--- config.mk ---
export PLATFORM = sky130hd
export DESIGN_NAME = ctlreg_i2c_slave
export DESIGN_NICKNAME = d
export VERILOG_FILES = /design/src/rtl/ctlreg_pkg.sv /design/src/rtl/ctlreg_bus_ctrl.sv /design/src/rtl/ctlreg_bank.sv /design/src/rtl/ctlreg_i2c_slave.sv
export SDC_FILE = /design/constraint.sdc
export NUM_CORES = 1
export LEC_CHECK = 0
export ABC_AREA = 0
export BUFFER_PORTS_ARGS = -buffer_cell sky130_fd_sc_hd__buf_2
export CAP_MARGIN = 10
export CORE_ASPECT_RATIO = 1.4
export CORE_MARGIN = 2
export CORE_UTILIZATION = 60
export DETAILED_ROUTE_END_ITERATION = 8
export PLACE_DENSITY_LB_ADDON = 0.2
export SLEW_MARGIN = 20
export SYNTH_ARGS = -nofsm -noshare
export SYNTH_HDL_FRONTEND = slang
export SYNTH_HIERARCHICAL = 1
export SYNTH_SLANG_ARGS = --single-unit
--- constraint.sdc ---
create_clock -name clk -period 4.7 [get_ports clk]
set_input_delay 0 -clock clk [delete_from_list [all_inputs] [get_ports clk]]
set_output_delay 0 -clock clk [all_outputs]
set_load 0.02 [all_outputs]
--- src/rtl/ctlreg_pkg.sv ---
`timescale 1ns/1ps
package ctlreg_pkg;
  localparam int BYTE_W = 8;

  // strobes handed from the bus controller to the register datapath
  typedef struct packed {
    logic              loadSub;  // received byte is a register index
    logic              wrData;   // received byte is data for the current index
    logic [BYTE_W-1:0] rxByte;
  } rxStrobe_t;
endpackage

--- src/rtl/ctlreg_bus_ctrl.sv ---
`timescale 1ns/1ps
module ctlreg_bus_ctrl
  import ctlreg_pkg::*;
#(
  parameter int         SYNC_STAGES = 2,
  parameter logic [6:0] ADDR_LO     = 7'h20,
  parameter logic [6:0] ADDR_HI     = 7'h21
) (
  input  logic      clk,
  input  logic      rstN,
  input  logic      sclIn,
  input  logic      sdaIn,
  input  logic      addrSel,
  output logic      sdaPullDn,
  output rxStrobe_t strb
);
  localparam int CNT_W = $clog2(BYTE_W + 1);

  typedef enum logic [1:0] {PH_IDLE, PH_RX, PH_ACK} phase_t;
  typedef enum logic [1:0] {K_ADDR, K_SUB, K_DATA} kind_t;

  logic [SYNC_STAGES-1:0] sclSh, sdaSh;
  logic sclS, sdaS, sclPrev, sdaPrev;
  logic startDet, stopDet, sclRise, sclFall;
  phase_t phase;
  kind_t kind;
  logic [CNT_W-1:0] bitCnt;
  logic [BYTE_W-1:0] shReg;
  logic sdaLow;
  logic [BYTE_W-1:0] myAddrByte;

  always_ff @(posedge clk or negedge rstN) begin
    if (!rstN) begin
      sclSh   <= '1;
      sdaSh   <= '1;
      sclPrev <= 1'b1;
      sdaPrev <= 1'b1;
    end else begin
      sclSh   <= {sclSh[SYNC_STAGES-2:0], sclIn};
      sdaSh   <= {sdaSh[SYNC_STAGES-2:0], sdaIn};
      sclPrev <= sclS;
      sdaPrev <= sdaS;
    end
  end

  assign sclS     = sclSh[SYNC_STAGES-1];
  assign sdaS     = sdaSh[SYNC_STAGES-1];
  assign startDet = sclS & sclPrev & sdaPrev & ~sdaS;
  assign stopDet  = sclS & sclPrev & ~sdaPrev & sdaS;
  assign sclRise  = sclS & ~sclPrev;
  assign sclFall  = ~sclS & sclPrev;
  assign myAddrByte = {(addrSel ? ADDR_HI : ADDR_LO), 1'b0};

  always_ff @(posedge clk or negedge rstN) begin
    if (!rstN) begin
      phase  <= PH_IDLE;
      kind   <= K_ADDR;
      bitCnt <= '0;
      shReg  <= '0;
      sdaLow <= 1'b0;
      strb   <= '0;
    end else begin
      strb.loadSub <= 1'b0;
      strb.wrData  <= 1'b0;
      if (startDet) begin
        phase  <= PH_RX;
        kind   <= K_ADDR;
        bitCnt <= '0;
        sdaLow <= 1'b0;
      end else if (stopDet) begin
        phase  <= PH_IDLE;
        kind   <= K_ADDR;
        sdaLow <= 1'b0;
      end else begin
        unique case (phase)
          PH_RX: begin
            if (sclRise && bitCnt < CNT_W'(BYTE_W)) begin
              shReg  <= {shReg[BYTE_W-2:0], sdaS};
              bitCnt <= bitCnt + 1'b1;
            end else if (sclFall && bitCnt == CNT_W'(BYTE_W)) begin
              strb.rxByte <= shReg;
              unique case (kind)
                K_ADDR: begin
                  if (shReg == myAddrByte) begin
                    sdaLow <= 1'b1;
                    phase  <= PH_ACK;
                    kind   <= K_SUB;
                  end else begin
                    phase <= PH_IDLE;
                  end
                end
                K_SUB: begin
                  strb.loadSub <= 1'b1;
                  sdaLow       <= 1'b1;
                  phase        <= PH_ACK;
                  kind         <= K_DATA;
                end
                default: begin
                  strb.wrData <= 1'b1;
                  sdaLow      <= 1'b1;
                  phase       <= PH_ACK;
                end
              endcase
            end
          end
          PH_ACK: begin
            if (sclFall) begin
              sdaLow <= 1'b0;
              phase  <= PH_RX;
              bitCnt <= '0;
            end
          end
          default: ;
        endcase
      end
    end
  end

  assign sdaPullDn = sdaLow;

  // a stop always leaves the bus released
  p_release_on_stop_r9: assert property (@(posedge clk) disable iff (!rstN)
    stopDet |=> !sdaPullDn);
  // acknowledge starts only while SCL is low
  p_ack_scl_low_r9: assert property (@(posedge clk) disable iff (!rstN)
    $rose(sdaPullDn) |-> !$past(sclS));
  // a byte is either an index or data, never both
  p_one_strobe_r4: assert property (@(posedge clk) disable iff (!rstN)
    $onehot0({strb.loadSub, strb.wrData}));
endmodule

--- src/rtl/ctlreg_bank.sv ---
`timescale 1ns/1ps
module ctlreg_bank
  import ctlreg_pkg::*;
#(
  parameter int          NUM_REGS    = 8,
  parameter logic [7:0]  WE_SUB      = 8'h1F,
  parameter int          WE_BIT      = 0,
  parameter int          SYNC_STAGES = 2
) (
  input  logic                       clk,
  input  logic                       rstN,
  input  rxStrobe_t                  strb,
  input  logic                       vsyncIn,
  output logic [NUM_REGS*BYTE_W-1:0] liveRegs
);
  logic [SYNC_STAGES-1:0] vsSh;
  logic vsS, vsPrev, vsFall;
  logic [BYTE_W-1:0] subPtr;
  logic weFlag, wrWe, commit;

  always_ff @(posedge clk or negedge rstN) begin
    if (!rstN) begin
      vsSh   <= '1;
      vsPrev <= 1'b1;
    end else begin
      vsSh   <= {vsSh[SYNC_STAGES-2:0], vsyncIn};
      vsPrev <= vsS;
    end
  end

  assign vsS    = vsSh[SYNC_STAGES-1];
  assign vsFall = vsPrev & ~vsS;
  assign commit = vsFall & weFlag;
  assign wrWe   = strb.wrData && (subPtr == WE_SUB);

  always_ff @(posedge clk or negedge rstN) begin
    if (!rstN)              subPtr <= '0;
    else if (strb.loadSub)  subPtr <= strb.rxByte;
    else if (strb.wrData)   subPtr <= subPtr + 1'b1;
  end

  // a flag write in the commit cycle wins so the host request is kept
  always_ff @(posedge clk or negedge rstN) begin
    if (!rstN)       weFlag <= 1'b0;
    else if (wrWe)   weFlag <= strb.rxByte[WE_BIT];
    else if (commit) weFlag <= 1'b0;
  end

  for (genvar i = 0; i < NUM_REGS; i++) begin : g_reg
    logic [BYTE_W-1:0] stageQ, liveQ;
    always_ff @(posedge clk or negedge rstN) begin
      if (!rstN)                                        stageQ <= '0;
      else if (strb.wrData && subPtr == BYTE_W'(i))     stageQ <= strb.rxByte;
    end
    always_ff @(posedge clk or negedge rstN) begin
      if (!rstN)       liveQ <= '0;
      else if (commit) liveQ <= stageQ;
    end
    assign liveRegs[i*BYTE_W +: BYTE_W] = liveQ;
  end

  // live bank only moves on a commit
  p_live_hold_r5: assert property (@(posedge clk) disable iff (!rstN)
    !commit |=> $stable(liveRegs));
  // a commit consumes the flag unless rewritten in the same cycle
  p_flag_clear_r7: assert property (@(posedge clk) disable iff (!rstN)
    (commit && !wrWe) |=> !weFlag);
  // a rising sync edge never commits
  p_no_rise_commit_r6: assert property (@(posedge clk) disable iff (!rstN)
    (vsS && !vsPrev) |-> !commit);
endmodule

--- src/rtl/ctlreg_i2c_slave.sv ---
`timescale 1ns/1ps
module ctlreg_i2c_slave
  import ctlreg_pkg::*;
#(
  parameter int         NUM_REGS    = 8,
  parameter logic [7:0] WE_SUB      = 8'h1F,
  parameter int         WE_BIT      = 0,
  parameter int         SYNC_STAGES = 2,
  parameter logic [6:0] ADDR_LO     = 7'h20,
  parameter logic [6:0] ADDR_HI     = 7'h21
) (
  input  logic                       clk,
  input  logic                       rstN,
  input  logic                       sclIn,
  input  logic                       sdaIn,
  input  logic                       addrSel,
  input  logic                       vsyncIn,
  output logic                       sdaPullDn,
  output logic [NUM_REGS*BYTE_W-1:0] liveRegs
);
  rxStrobe_t strb;

  ctlreg_bus_ctrl #(
    .SYNC_STAGES(SYNC_STAGES), .ADDR_LO(ADDR_LO), .ADDR_HI(ADDR_HI)
  ) ctrl_i (
    .clk(clk), .rstN(rstN), .sclIn(sclIn), .sdaIn(sdaIn),
    .addrSel(addrSel), .sdaPullDn(sdaPullDn), .strb(strb)
  );

  ctlreg_bank #(
    .NUM_REGS(NUM_REGS), .WE_SUB(WE_SUB), .WE_BIT(WE_BIT), .SYNC_STAGES(SYNC_STAGES)
  ) bank_i (
    .clk(clk), .rstN(rstN), .strb(strb), .vsyncIn(vsyncIn), .liveRegs(liveRegs)
  );
endmodule

[After elaboration in Yosys (flattened, before gate mapping)]
Index checks and enable logic that the tools add are counted.
Word-level totals
  flip-flop bits (word level): 173
  bits in latches: 0
  RAM bits: 0
  memory bits (read-only): 0
  bits of input ports: 6
  output and inout bits: 65
  logic and storage cells: 141
  memories: 0
Cells by class
  add/sub/neg operators: 2
  $mul: 0
  div/mod/pow operators: 0
  magnitude comparators: 1
  equality and inequality tests: 22
  shifts and indexed selects: 0
  mux-type cells: 40
  bitwise gates (word level): 17
  reduce and logical (&&, ||, !) cells: 27
Operator list (count)
  $mux W10: 5
  $eq A8 B3 Y1 const B: 4
  $mux W2: 13
  $eq A8 B2 Y1 const B: 2
  $mux W4: 4
  $mux W8: 2
  $reduce_and A5 Y1: 3
  $mux W1: 12
  $ne A4 B1 Y1 const B: 3
  $reduce_and A4 Y1: 3
  $logic_and A1 B1 Y1: 11
  $and A1 B1 Y1: 9
  $ne A3 B1 Y1 const B: 3
  $reduce_bool A3 Y1: 3
  $add A8 B1 Y8 const B: 1
  $eq A8 B1 Y1 const B: 1
  $eq A8 B5 Y1 const B: 1
  $eq A8 B8 Y1: 1
  $logic_not A8 Y1: 1
  $not A1 Y1: 8
  $pmux W2 S2: 2
  $pmux W4 S2: 1
  $reduce_bool A4 Y1: 2
  $ne A5 B2 Y1 const B: 1
  other kinds (11): 13

[Logic depth before layout (Yosys ltp)]
Gate-level depths: netlist of run 1.
  depth after elaboration: 9
  depth in mapped cells: 8

[Modules after synthesis]
Netlist of run 1, hierarchy kept.
Modules (own cells, without submodules)
  ctlreg_bank: instances 1, cells each 347, area each 5599.1 µm², sequential area each 3507.1 µm²
  ctlreg_bus_ctrl: instances 1, cells each 124, area each 1515.2 µm², sequential area each 833.3 µm²

[Worst setup path after synthesis of run 1]
OpenSTA, ideal clock, no wires.
  path type: reg2reg
  from: register bank_i.subPtr[5]
  to: register bank_i.g_reg[5].stageQ[0]
  library setup time: 0.125 ns
  arrival time: 1.980 ns
  required time: 4.575 ns
  setup slack: 2.595 ns
  stages on the path, launching flop included: 6
  cell sequence: dfrtp_1 > or4b_1 > buf_6 > or4_4 > buf_6 > mux2_4
On the way
  word-level cells in the longest chain between the ends: 2
Ends and longest elaborated chain
  from (decl): line ctlreg_bank.sv:18  | logic [BYTE_W-1:0] subPtr;
  from (signal assigned): line ctlreg_bank.sv:38  | else if (strb.loadSub) subPtr <= strb.rxByte;
  from (signal assigned): line ctlreg_bank.sv:39  | else if (strb.wrData) subPtr <= subPtr + 1'b1;
  $eq A8 B3 Y1: line ctlreg_bank.sv:53  | else if (strb.wrData && subPtr == BYTE_W'(i)) stageQ <= strb.rxByte;
  $logic_and A1 B1 Y1: line ctlreg_bank.sv:53
  to (signal assigned): line ctlreg_bank.sv:53
  to (decl): line ctlreg_bank.sv:50  | logic [BYTE_W-1:0] stageQ, liveQ;
No other way between the ends.
A chain may end at the register's enable or synchronous reset.

[Final worst setup path of run 1]
  from: register, netlist name ctrl_i/strb[8]
  to: register bank_i.g_reg[3].stageQ[0]
On the way
  word-level cells in the longest chain between the ends: 1
Ends and longest elaborated chain (line)
  $logic_and A1 B1 Y1: ctlreg_bank.sv:53
  to (signal assigned): ctlreg_bank.sv:53
  to (decl): ctlreg_bank.sv:50
No other way between the ends.

==> results.md, run 1 <==
- Die W: 96.0 um
- Clock sink count: 173
- FMAX: 425 MHz
- Worst setup path start: ctrl_i/strb[8]$_DFF_PN0_
- DRC errors left: 0
- GRT Total Usage: 23.1%
- Max Root-Sink Buffers: 2
- Crit start category: register
- Layout cells sized above 1: 48.1%
- Fin util: 70.0%
- Clock Skew: 9.60 ps
- RR Endpoint: bank_i/g_reg[3].stageQ[0]$_DFFE_PN0P_
- Synth Area in Adders: 1.41%
- Via count: 3987
- RSZ-0062 raised after global routing: false
- DRT Pass-1 Iters: 4
- Global route total overflow: 0
- Most frequent cells in the layout: dfrtp_1 (164), mux2_2 (120), buf_2 (69)
- Register area: 0.00434 mm2
- Vias in the first global route: 4148
- Maximum Capacitance Violations: 0
- GP Congestion: 0.850
- Post-synth ARST share: 100%
- Cts bufs inserted: 17
- Post-synthesis compound-gate area fraction: 2.83%
- Design Area, Final: 0.00819 mm2
- Sw Pwr: 750 uW
- Root buf cell: clkbuf_16
- Crit path to: bank_i/g_reg[3].stageQ[0]$_DFFE_PN0P_
- Relative slew margins: 48.6%
- R2R setup slack: 2350 ps
- Yosys warns: 6
- Worst hold path type: in -> reg
- Synth Flop Type: dfrtp_1
- Setup TNS: 0 ps
- Clk pwr share: 42.6%
- Final hold viol count: 0
- Initial antenna violation count: 0
- Worst skew pair latency: 420 ps
- Initial DRC Count: 217
- Initial Utilization: 60.8%
- Status: complete, no violations
- Largest family of logic cells by synthesized area: multiplexers
- Final worst-path cycle share: 50.1%
- Internal power: 2440 uW
- Flops & latches, synth: 173
- Die Height: 133 um
- Largest net degree at the start of global routing: 78
- Sequential fraction of the synthesis area: 61.0%
- Worst r2r src: ctrl_i/strb[8]$_DFF_PN0_
- DP HPWL: 8.50 mm
- PwrDens: 390 mW/mm2
- DRT antenna net count: 0
- Sw Ratio: 23.5%
- Fillers: 813
- Minimum clock period: 2350 ps
- Multiplexer share of the synthesized area: 24.6%
- Cell area after synthesis: 0.00711 mm2
- Simple-Gate Fraction of Synth Area: 6.91%
- Post-route worst setup slack: 2350 ps
- Worst Path Arrival: 2650 ps
- CTS H-tree depth: 4
- Syn Area/Cell: 15.1 um2
- I/O pin total: 71
- Crit. End Element: register
- Crit path max fanout: 8
- Leakage power: 0.00430 uW
- Global-route wire length before repair: 21.9 mm
- Avg WL per Cell: 19.0 um
- CP Class: reg -> reg
- Vias per cell: 5.65
- Post-CTS Resized: 0
- Multi-input logic area: 0.00261 mm2
- Final WL: 13.4 mm
- DP Area: 0.00756 mm2
- Hold slack: 164 ps
- Overall die area: 0.0128 mm2
- Area growth from synthesis to layout: 15.1%
- Final setup fails: 0
- CP required: 4990 ps
- Seq pwr share: 50.2%
- Least-Margin Pin Slew: 771 ps
- Site Rows: 47
- ANT cells: 0
- Post-synth EDFFs: 0
- Fin nets: 560
- Slew Limit Fails: 0
- Logic gate share of total power: 7.1%
- Cells after synthesis: 471
- Worst vdd ir: 0.000272 V
- Input/output buffers: 70
- Clock transition at path regs: 60 ps
- Unique masters post-synth: 50
- R2R depth: 3
- CTS tree: done
- Pre-CTS WS: 2400 ps
- Post-synthesis xor/xnor area fraction: 0.862%
- Total core area: 0.0117 mm2
- Mapped Nets: 485
- Most common cell after layout, fill and taps aside: dfrtp_1
logic make-up (layout without fill, tap and decap cells):
logic type,Yosys count,count (layout)
mux,148,148
compound gates,28,28
buf+inv,34,122
fa+ha+maj,8,8
simple gates,73,73
xor+xnor,7,7
flops,173,173
power groups by stage:
stage / combinational (uW) / clock (uW) / sequential, uW
6_report: 227 / 1360 / 1600
5_1_grt: 261 / 1450 / 1610
4_1_cts: 231 / 1380 / 1600
3_5_place_dp: 228 / 0 / 1630
3_3_place_gp: 216 / 0 / 1630
2_1_floorplan: 157 / 0 / 1620
metrics by stage:
step,power (uW),instances
after detailed placement,1860,670
after floorplan,1770,471
after global placement,1840,670
after global routing,3320,706
after CTS,3220,706
final,3190,706
worst min-delay path by stage:
stage,startpoint,endpoint,depth (start not counted)
after global routing,addrSel,ctrl_i/kind[0]$_DFFE_PN0P_,5
after detailed placement,rstN,bank_i/g_reg[6].liveQ[2]$_DFFE_PN0P_,1
after global placement,rstN,bank_i/g_reg[6].liveQ[2]$_DFFE_PN0P_,1
after floorplan,rstN,bank_i/g_reg[0].liveQ[0]$_DFFE_PN0P_,0
after CTS,addrSel,ctrl_i/kind[0]$_DFFE_PN0P_,5
final,addrSel,ctrl_i/kind[0]$_DFFE_PN0P_,5
sequential cells by signal (all words and copies together) (netlist names), 4 cells and up:
| signal | cells |
|---|---|
| bank_i/g.stageQ | 64 |
| ctrl_i/bitCnt | 4 |
| bank_i/subPtr | 8 |
| bank_i/g.liveQ | 64 |
| ctrl_i/shReg | 8 |
| ctrl_i/strb | 10 |
what timing repair did:
action | in CTS | in global routing
hold endpoints to repair | 78 | 0
buffers inserted | 0 | 0
hold buffers | 4 | 0
per-layer routing:
layer / vias up / routed length, um / GRT usage [%]
met5: - / 0 / 0
met4: 0 / 282 / 8.41
met3: 25 / 567 / 5.52
met2: 88 / 7240 / 38.9
met1: 2043 / 5360 / 28.5
li1: 1831 / - / -
cells in the mapped netlist (2+ instances only):
library cell	count	area share [%]
a21oi_1	2	0.14
a22o_1	2	0.25
and3b_1	2	0.25
buf_2	4	0.28
buf_6	4	0.63
clkbuf_1	11	0.58
dfrtp_1	164	58
dfstp_2	9	3.3
ha_1	8	1.4
inv_1	12	0.63
mux2_2	120	19
mux2_4	24	5.1
mux2i_1	4	0.56
nand2_1	17	0.90
nand2b_1	5	0.44
nand3_1	9	0.63
nand3b_1	2	0.21
nand4_1	4	0.35
nand4b_1	2	0.25
nor2_1	6	0.32
nor2b_1	7	0.62
nor3b_1	2	0.21
nor4b_4	2	0.67
o21ai_0	13	0.91
or4_1	4	0.42
or4_4	3	0.47
xnor2_1	3	0.37
xor2_1	4	0.49
worst max-delay path, stage by stage, from the launching register on:
cell     delay, ps
dfrtp_1        500
or4b_1         700
nor4b_4        600
mux2_2         420
layout make-up:
type,instances,area share (%)
tap,147,2.25
clock inverter,10,1.27
timing repair buffer,78,5.21
clock buffer,22,5.91
inverter,12,0.550
sequential,173,53.0
multi-input combinational,264,31.8
Power figures use the tool's default switching activity.
==> run 2: changes to the inputs <==
--- a/config.mk
+++ b/config.mk
@@ -10,7 +10,7 @@
 export CAP_MARGIN = 10
 export CORE_ASPECT_RATIO = 1.4
 export CORE_MARGIN = 2
-export CORE_UTILIZATION = 60
+export CORE_UTILIZATION = 53
 export DETAILED_ROUTE_END_ITERATION = 8
 export PLACE_DENSITY_LB_ADDON = 0.2
 export SLEW_MARGIN = 20
==> constraint.sdc (replaced) <==
create_clock -name clk -period 1.9 [get_ports clk]
set_input_delay 0 -clock clk [delete_from_list [all_inputs] [get_ports clk]]
set_output_delay 0 -clock clk [all_outputs]
set_load 0.02 [all_outputs]
==> run 2 against run 1 <==
Compared with the run above:
- global-route usage down 2.9 points
- cell area up 5.4%
- fmax up 13%
- die area up 13%
- critical endpoint is now bank_i/g_reg[2].stageQ[7]$_DFFE_PN0P_
- the flow now finishes with violations (setup timing)
- sequential power up 150%
- first-iteration DRC count down 24%
- cell count up 8.5%
==> results.md, run 2 (synthesis gave the netlist of run 1 again) <==
- DP HPWL: 8.98 mm
- Sw Ratio: 24.8%
- Relative slew margins: 60.7%
- Fin nets: 585
- Worst skew pair latency: 420 ps
- Most frequent cells in the layout: dfrtp_1 (164), mux2_2 (100), buf_2 (69)
- Status: finished with violations
- CP Class: reg -> reg
- Sw Pwr: 1940 uW
- Max Root-Sink Buffers: 2
- Root buf cell: clkbuf_16
- Post-route worst setup slack: -183 ps
- Cts bufs inserted: 17
- CTS H-tree depth: 4
- Largest net degree at the start of global routing: 62
- Internal power: 5880 uW
- Worst vdd ir: 0.000584 V
- Overall die area: 0.0144 mm2
- Vias in the first global route: 4461
- Layout cells sized above 1: 51.2%
- Fin util: 65.1%
- Die W: 102 um
- Critical-path cell list: or4b_4, buf_4, or4_4, mux2_4
- FMAX: 480 MHz
- ANT cells: 0
- Final WL: 13.3 mm
- Total core area: 0.0133 mm2
- Leakage power: 0.00449 uW
- Worst Path Arrival: 2380 ps
- Slew Limit Fails: 0
- Least-Margin Pin Slew: 590 ps
- Area growth from synthesis to layout: 21.3%
- Clk pwr share: 41.6%
- Vias per cell: 5.30
- Global-route wire length before repair: 22.4 mm
- DRC errors left: 0
- Crit path max fanout: 8
- GP Congestion: 0.849
- CP max-delay cell: or4b_4
- Clock Skew: 7.37 ps
- Biggest regs: bank_i/g.liveQ: 64 flops, bank_i/g.stageQ: 64 flops, ctrl_i/strb: 10 flops
- Site Rows: 50
- DRT antenna net count: 0
- Most common cell after layout, fill and taps aside: dfrtp_1
- Initial antenna violation count: 0
- PwrDens: 907 mW/mm2
- DRT Pass-1 Iters: 4
- Global route total overflow: 0
- Initial Utilization: 53.6%
- Crit start category: register
- Clock sink count: 173
- Worst hold path type: in -> async
- CP required: 2200 ps
- Final hold viol count: 0
- I/O pin total: 71
- Placed cell count: 727
- Logic gate share of total power: 7.7%
- RSZ-0062 raised after global routing: true
- Minimum clock period: 2080 ps
- Input/output buffers: 70
- CP max stage delay: 570 ps
- Pre-CTS WS: -231 ps
- Crit. End Element: register
- Maximum Capacitance Violations: 0
- Via count: 4060
- Final setup fails: 48
- Clock transition at path regs: 70 ps
- Die Height: 141 um
- Avg WL per Cell: 17.4 um
- Seq pwr share: 50.7%
- Non-Filler Instances: 766
- CTS tree: done
- GRT Total Usage: 20.2%
- Initial DRC Count: 164
- Final worst-path cycle share: 110%
- Failing checks: setup timing
-- run 2: cell count changes in the layout (fill, tap and decap cells not counted), moves of 2 or more --
| cell | change |
|---|---|
| buf_12 | +9 |
| clkbuf_8 | -2 |
| mux2_4 | +20 |
| buf_6 | +2 |
| clkinvlp_4 | -2 |
| mux2_2 | -20 |
| clkinv_4 | +2 |
| clkinv_2 | +2 |
| buf_4 | +14 |
-- run 2: per-stage QoR --
step | cell area [um2] | setup TNS [ps] | total power (uW) | hold slack, ps
2_1_floorplan | 7190 | -7180 | 4390 | -296
3_3_place_gp | 7940 | -6020 | 4580 | 17.6
3_5_place_dp | 7940 | -6870 | 4630 | 23.1
4_1_cts | 8580 | -5730 | 7880 | 142
5_1_grt | 8630 | -7210 | 8130 | 189
6_report | 8630 | -5580 | 7830 | 137
-- run 2: final cells by class --
type	count	area [um2]
fill	1011	4630
clock inverter	13	106
sequential	173	4340
inverter	12	45.0
multi-input combinational	264	2720
clock buffer	19	453
tap	182	228
timing repair buffer	103	734
-- run 2: path summary, 6_finish.rpt --
kind	slack, ps	depth (start not counted)	to	start
worst max-delay path	-180	4	bank_i/g_reg[2].stageQ[7]$_DFFE_PN0P_	bank_i/subPtr[6]$_DFFE_PN0P_
worst min-delay path	140	2	bank_i/g_reg[6].stageQ[4]$_DFFE_PN0P_	rstN
worst max register to register	-180	4	bank_i/g_reg[2].stageQ[7]$_DFFE_PN0P_	bank_i/subPtr[6]$_DFFE_PN0P_
worst min register to register	350	0	bank_i/vsSh[1]$_DFF_PN1_	bank_i/vsSh[0]$_DFF_PN1_
max in group asynchronous	1090	3	bank_i/g_reg[7].stageQ[0]$_DFFE_PN0P_	rstN
min in group clk	210	5	ctrl_i/kind[0]$_DFFE_PN0P_	addrSel
-- run 2: layer usage --
metal  vias to the layer above  track usage (%)  part of all wire (%)
met3                        18             4.12                   2.2
met2                        69             33.6                    52
met4                         0             7.37                   1.7
li1                       1874                -                     -
met5                         -                0                     0
met1                      2099             26.1                    44
-- run 2: critical path, delay by kind of cell (launching register included) --
family	cells	cell delay, ps
muxes	1	330
and+or+nand+nor	2	1090
buffers and inverters	1	160
DFF	1	380
-- run 2: power by group through the flow --
stage | combinational, uW | sequential [uW] | clock, uW
after global routing | 675 | 3990 | 3460
final | 606 | 3970 | 3250
after global placement | 555 | 4020 | 0
after CTS | 603 | 3970 | 3310
after detailed placement | 590 | 4040 | 0
after floorplan | 389 | 4000 | 0
-- run 2: repair_timing --
action,in CTS,in global routing
hold endpoints to repair,82,0
endpoints found under the setup margin,48,50
hold buffers,4,0
resized for setup,4,6
pin swaps,2,1
buffers inserted,2,1
==> run 3: changes to the inputs <==
--- a/config.mk
+++ b/config.mk
@@ -5,14 +5,14 @@
 export SDC_FILE = /design/constraint.sdc
 export NUM_CORES = 1
 export LEC_CHECK = 0
-export ABC_AREA = 0
+export ABC_AREA = 1
 export BUFFER_PORTS_ARGS = -buffer_cell sky130_fd_sc_hd__buf_2
 export CAP_MARGIN = 10
 export CORE_ASPECT_RATIO = 1.4
 export CORE_MARGIN = 2
 export CORE_UTILIZATION = 53
 export DETAILED_ROUTE_END_ITERATION = 8
-export PLACE_DENSITY_LB_ADDON = 0.2
+export PLACE_DENSITY = 0.84
 export SLEW_MARGIN = 20
 export SYNTH_ARGS = -nofsm -noshare
 export SYNTH_HDL_FRONTEND = slang
==> run 3 against run 2 <==
Compared with the run above:
- the flow now finishes without violations
- clock-buffer cell count down 2
- synthesized area rose by 2.8%
- worst setup slack better by 440 ps
- critical path depth up 1
==> results.md, run 3 <==
- Status: complete, no violations
- Worst hold path type: in -> reg
- FMAX: 609 MHz
- RR Endpoint: bank_i/weFlag$_DFFE_PN0P_
- Simple-Gate Fraction of Synth Area: 31.2%
- Overall Power: 7860 uW
- Initial DRC Count: 299
- Vias per cell: 5.15
- Most frequent cells in the layout: nand2_1 (396), dfrtp_1 (164), nand3_1 (85)
- Clk pwr share: 44.8%
- Worst r2r src: bank_i/vsSh[1]$_DFF_PN1_
- Clock transition at path regs: 70 ps
- CP required: 2230 ps
- Final setup fails: 0
- Site Rows: 50
- Initial antenna violation count: 0
- Fin nets: 901
- Biggest regs: bank_i/g.liveQ: 64 flops, bank_i/g.stageQ: 64 flops, ctrl_i/strb: 10 flops
- CP Class: reg -> reg
- DRT Pass-1 Iters: 7
- Hold Path Depth: 7
- Die W: 103 um
- ANT cells: 0
- Global route total overflow: 0
- Post-synthesis xor/xnor area fraction: 0.359%
- Mapped Nets: 833
- Final worst-path cycle share: 86.4%
- Synth Area in Adders: 1.37%
- Largest cells by area after synthesis: dfrtp_1 (56%), nand2_1 (20%), nand3_1 (5.8%)
- Top Metal Used: met4
- Register area: 0.00434 mm2
- Post-synth top area share: 56.1%
- Post-CTS Resized: 0
- Least-Margin Pin Slew: 663 ps
- Slew Limit Fails: 0
- Total core area: 0.0135 mm2
- R2R depth: 5
- DRC errors left: 0
- Overall die area: 0.0148 mm2
- Hold Crit Start: addrSel
- Worst skew pair latency: 430 ps
- Clock Skew: 10.9 ps
- Largest family of logic cells by synthesized area: simple AND/OR/NAND/NOR gates
- Root buf cell: clkbuf_16
- Cell area after synthesis: 0.00732 mm2
- Leakage power: 0.00472 uW
- Sw Ratio: 25.6%
- CTS tree: done
- CTS H-tree depth: 4
- Placed cell count: 1046
- Fin util: 63.1%
- Unique masters post-synth: 29
- Avg WL per Cell: 13.9 um
- Post-synth top cells: nand2_1 (396), dfrtp_1 (164), nand3_1 (85), inv_1 (36), buf_2 (28)
- Global-route wire length before repair: 25.3 mm
- RSZ-0062 raised after global routing: false
- Post-CTS Setup Inserts: 0
- Minimum clock period: 1640 ps
- Crit path max fanout: 65
- Sequential fraction of the synthesis area: 59.3%
- Multiplexer share of the synthesized area: 0%
- Cts bufs inserted: 17
- Area growth from synthesis to layout: 16.0%
- Metal-1 WL: 6.02 mm
- Relative slew margins: 55.8%
- Synth Flop Type: dfrtp_1
- Initial Utilization: 54.4%
- Sw Pwr: 2010 uW
- Logic gate share of total power: 6.1%
- DRT antenna net count: 0
- WL met2: 7.83 mm
- Multi-input logic area: 0.00261 mm2
- Setup TNS: 0 ps
- Flops & latches, synth: 173
- Final WL: 15.0 mm
- Post-synthesis compound-gate area fraction: 2.63%
- Seq pwr share: 49.1%
- DP HPWL: 9.88 mm
- Design Area, Final: 0.00848 mm2
- DP Area: 0.00783 mm2
- PwrDens: 926 mW/mm2
- Vias in the first global route: 5369
- Post-synth ARST share: 100%
- Post-synth EDFFs: 0
- Worst vdd ir: 0.000680 V
- Internal power: 5850 uW
- Maximum Capacitance Violations: 0
- GP Congestion: 0.849
- I/O pin total: 71
- Largest area contributor in the netlist: dfrtp_1
- Non-Filler Instances: 1082
- Die Height: 143 um
- GRT Total Usage: 22.0%
- Final hold viol count: 0
- Via count: 5573
- Count leader, synth: nand2_1
- CTS Hold Bufs: 4
- Input/output buffers: 70
- Layout cells sized above 1: 18.2%
- Fillers: 1039
- Crit. End Element: register
- Syn Area/Cell: 8.93 um2
- Crit start category: register
- Hold endpoint: ctrl_i/kind[0]$_DFFE_PN0P_
- Yosys warns: 6
- Met3 WL: 640 um
- R2R setup slack: 260 ps
- Clock sink count: 173
- Worst Path Arrival: 1980 ps
- Cells after synthesis: 819
- Largest net degree at the start of global routing: 68
- Max Root-Sink Buffers: 2
- Most common cell after layout, fill and taps aside: nand2_1
run 3: changes by cell type after synthesis, sizes merged, moves of 4 or more:
| cell | before | now |
|---|---|---|
| buf | 10 | 34 |
| o21ai | 13 | 22 |
| a22oi | 0 | 5 |
| nand2 | 17 | 409 |
| inv | 12 | 39 |
| nand2b | 5 | 0 |
| clkbuf | 12 | 3 |
| nand3 | 9 | 86 |
| nor2b | 7 | 0 |
| nor2 | 6 | 32 |
| mux2 | 144 | 0 |
| mux2i | 4 | 0 |
| or4 | 7 | 0 |
run 3: cell type report:
cell class | instances | area share [%]
clock buffers | 17 | 5.01
inverters | 40 | 1.80
multi-input cells | 569 | 30.7
clock inverters | 15 | 2.29
well taps | 182 | 2.68
flip-flops and latches | 173 | 51.2
repair buffers | 86 | 6.33
run 3: cell families (layout without fill, tap and decap cells):
group	count (synthesis)	count (layout)
flip-flops	173	173
XOR/XNOR	3	3
buffers and inverters	77	158
adder cells (fa/ha/maj)	8	8
AND/OR/NAND/NOR	530	530
AO/OA/AOI/OAI	28	28
run 3: how the worst max path moves through the flow:
stage	start	end
2_1_floorplan	ctrl_i/phase[1]$_DFFE_PN0P_	ctrl_i/strb[5]$_DFFE_PN0P_
3_3_place_gp	bank_i/subPtr[1]$_DFFE_PN0P_	bank_i/g_reg[1].stageQ[4]$_DFFE_PN0P_
3_5_place_dp	bank_i/vsSh[1]$_DFF_PN1_	bank_i/weFlag$_DFFE_PN0P_
4_1_cts	bank_i/vsSh[1]$_DFF_PN1_	bank_i/weFlag$_DFFE_PN0P_
5_1_grt	bank_i/vsSh[1]$_DFF_PN1_	bank_i/weFlag$_DFFE_PN0P_
6_report	bank_i/vsSh[1]$_DFF_PN1_	bank_i/weFlag$_DFFE_PN0P_
run 3: worst max-delay path: stages, from the launching register on:
cell	delay [ps]
dfstp_2	560
nor2_4	50
clkinv_1	40
buf_4	510
nand2_1	160
o21ai_0	230
run 3: per-layer routing:
layer  vias up  track usage (%)
li1       2685                -
met5         -                0
met3        53             4.80
met2       166             37.2
met1      2669             26.2
met4         0             11.0
run 3: power by group through the flow:
| stage | combinational [uW] | clock (uW) | sequential, uW |
|---|---|---|---|
| detailed placement | 482 | 0 | 3930 |
| finish | 479 | 3520 | 3860 |
| global route | 562 | 3750 | 3870 |
| CTS | 491 | 3570 | 3860 |
| floorplan | 301 | 0 | 3930 |
| global placement | 468 | 0 | 3930 |
run 3: metrics by stage:
stage | hold slack, ps | worst slack (ps)
final | 121 | 258
after global placement | 47.2 | 395
after floorplan | -296 | 573
after global routing | 190 | 154
after CTS | 113 | 238
after detailed placement | 52.7 | 344
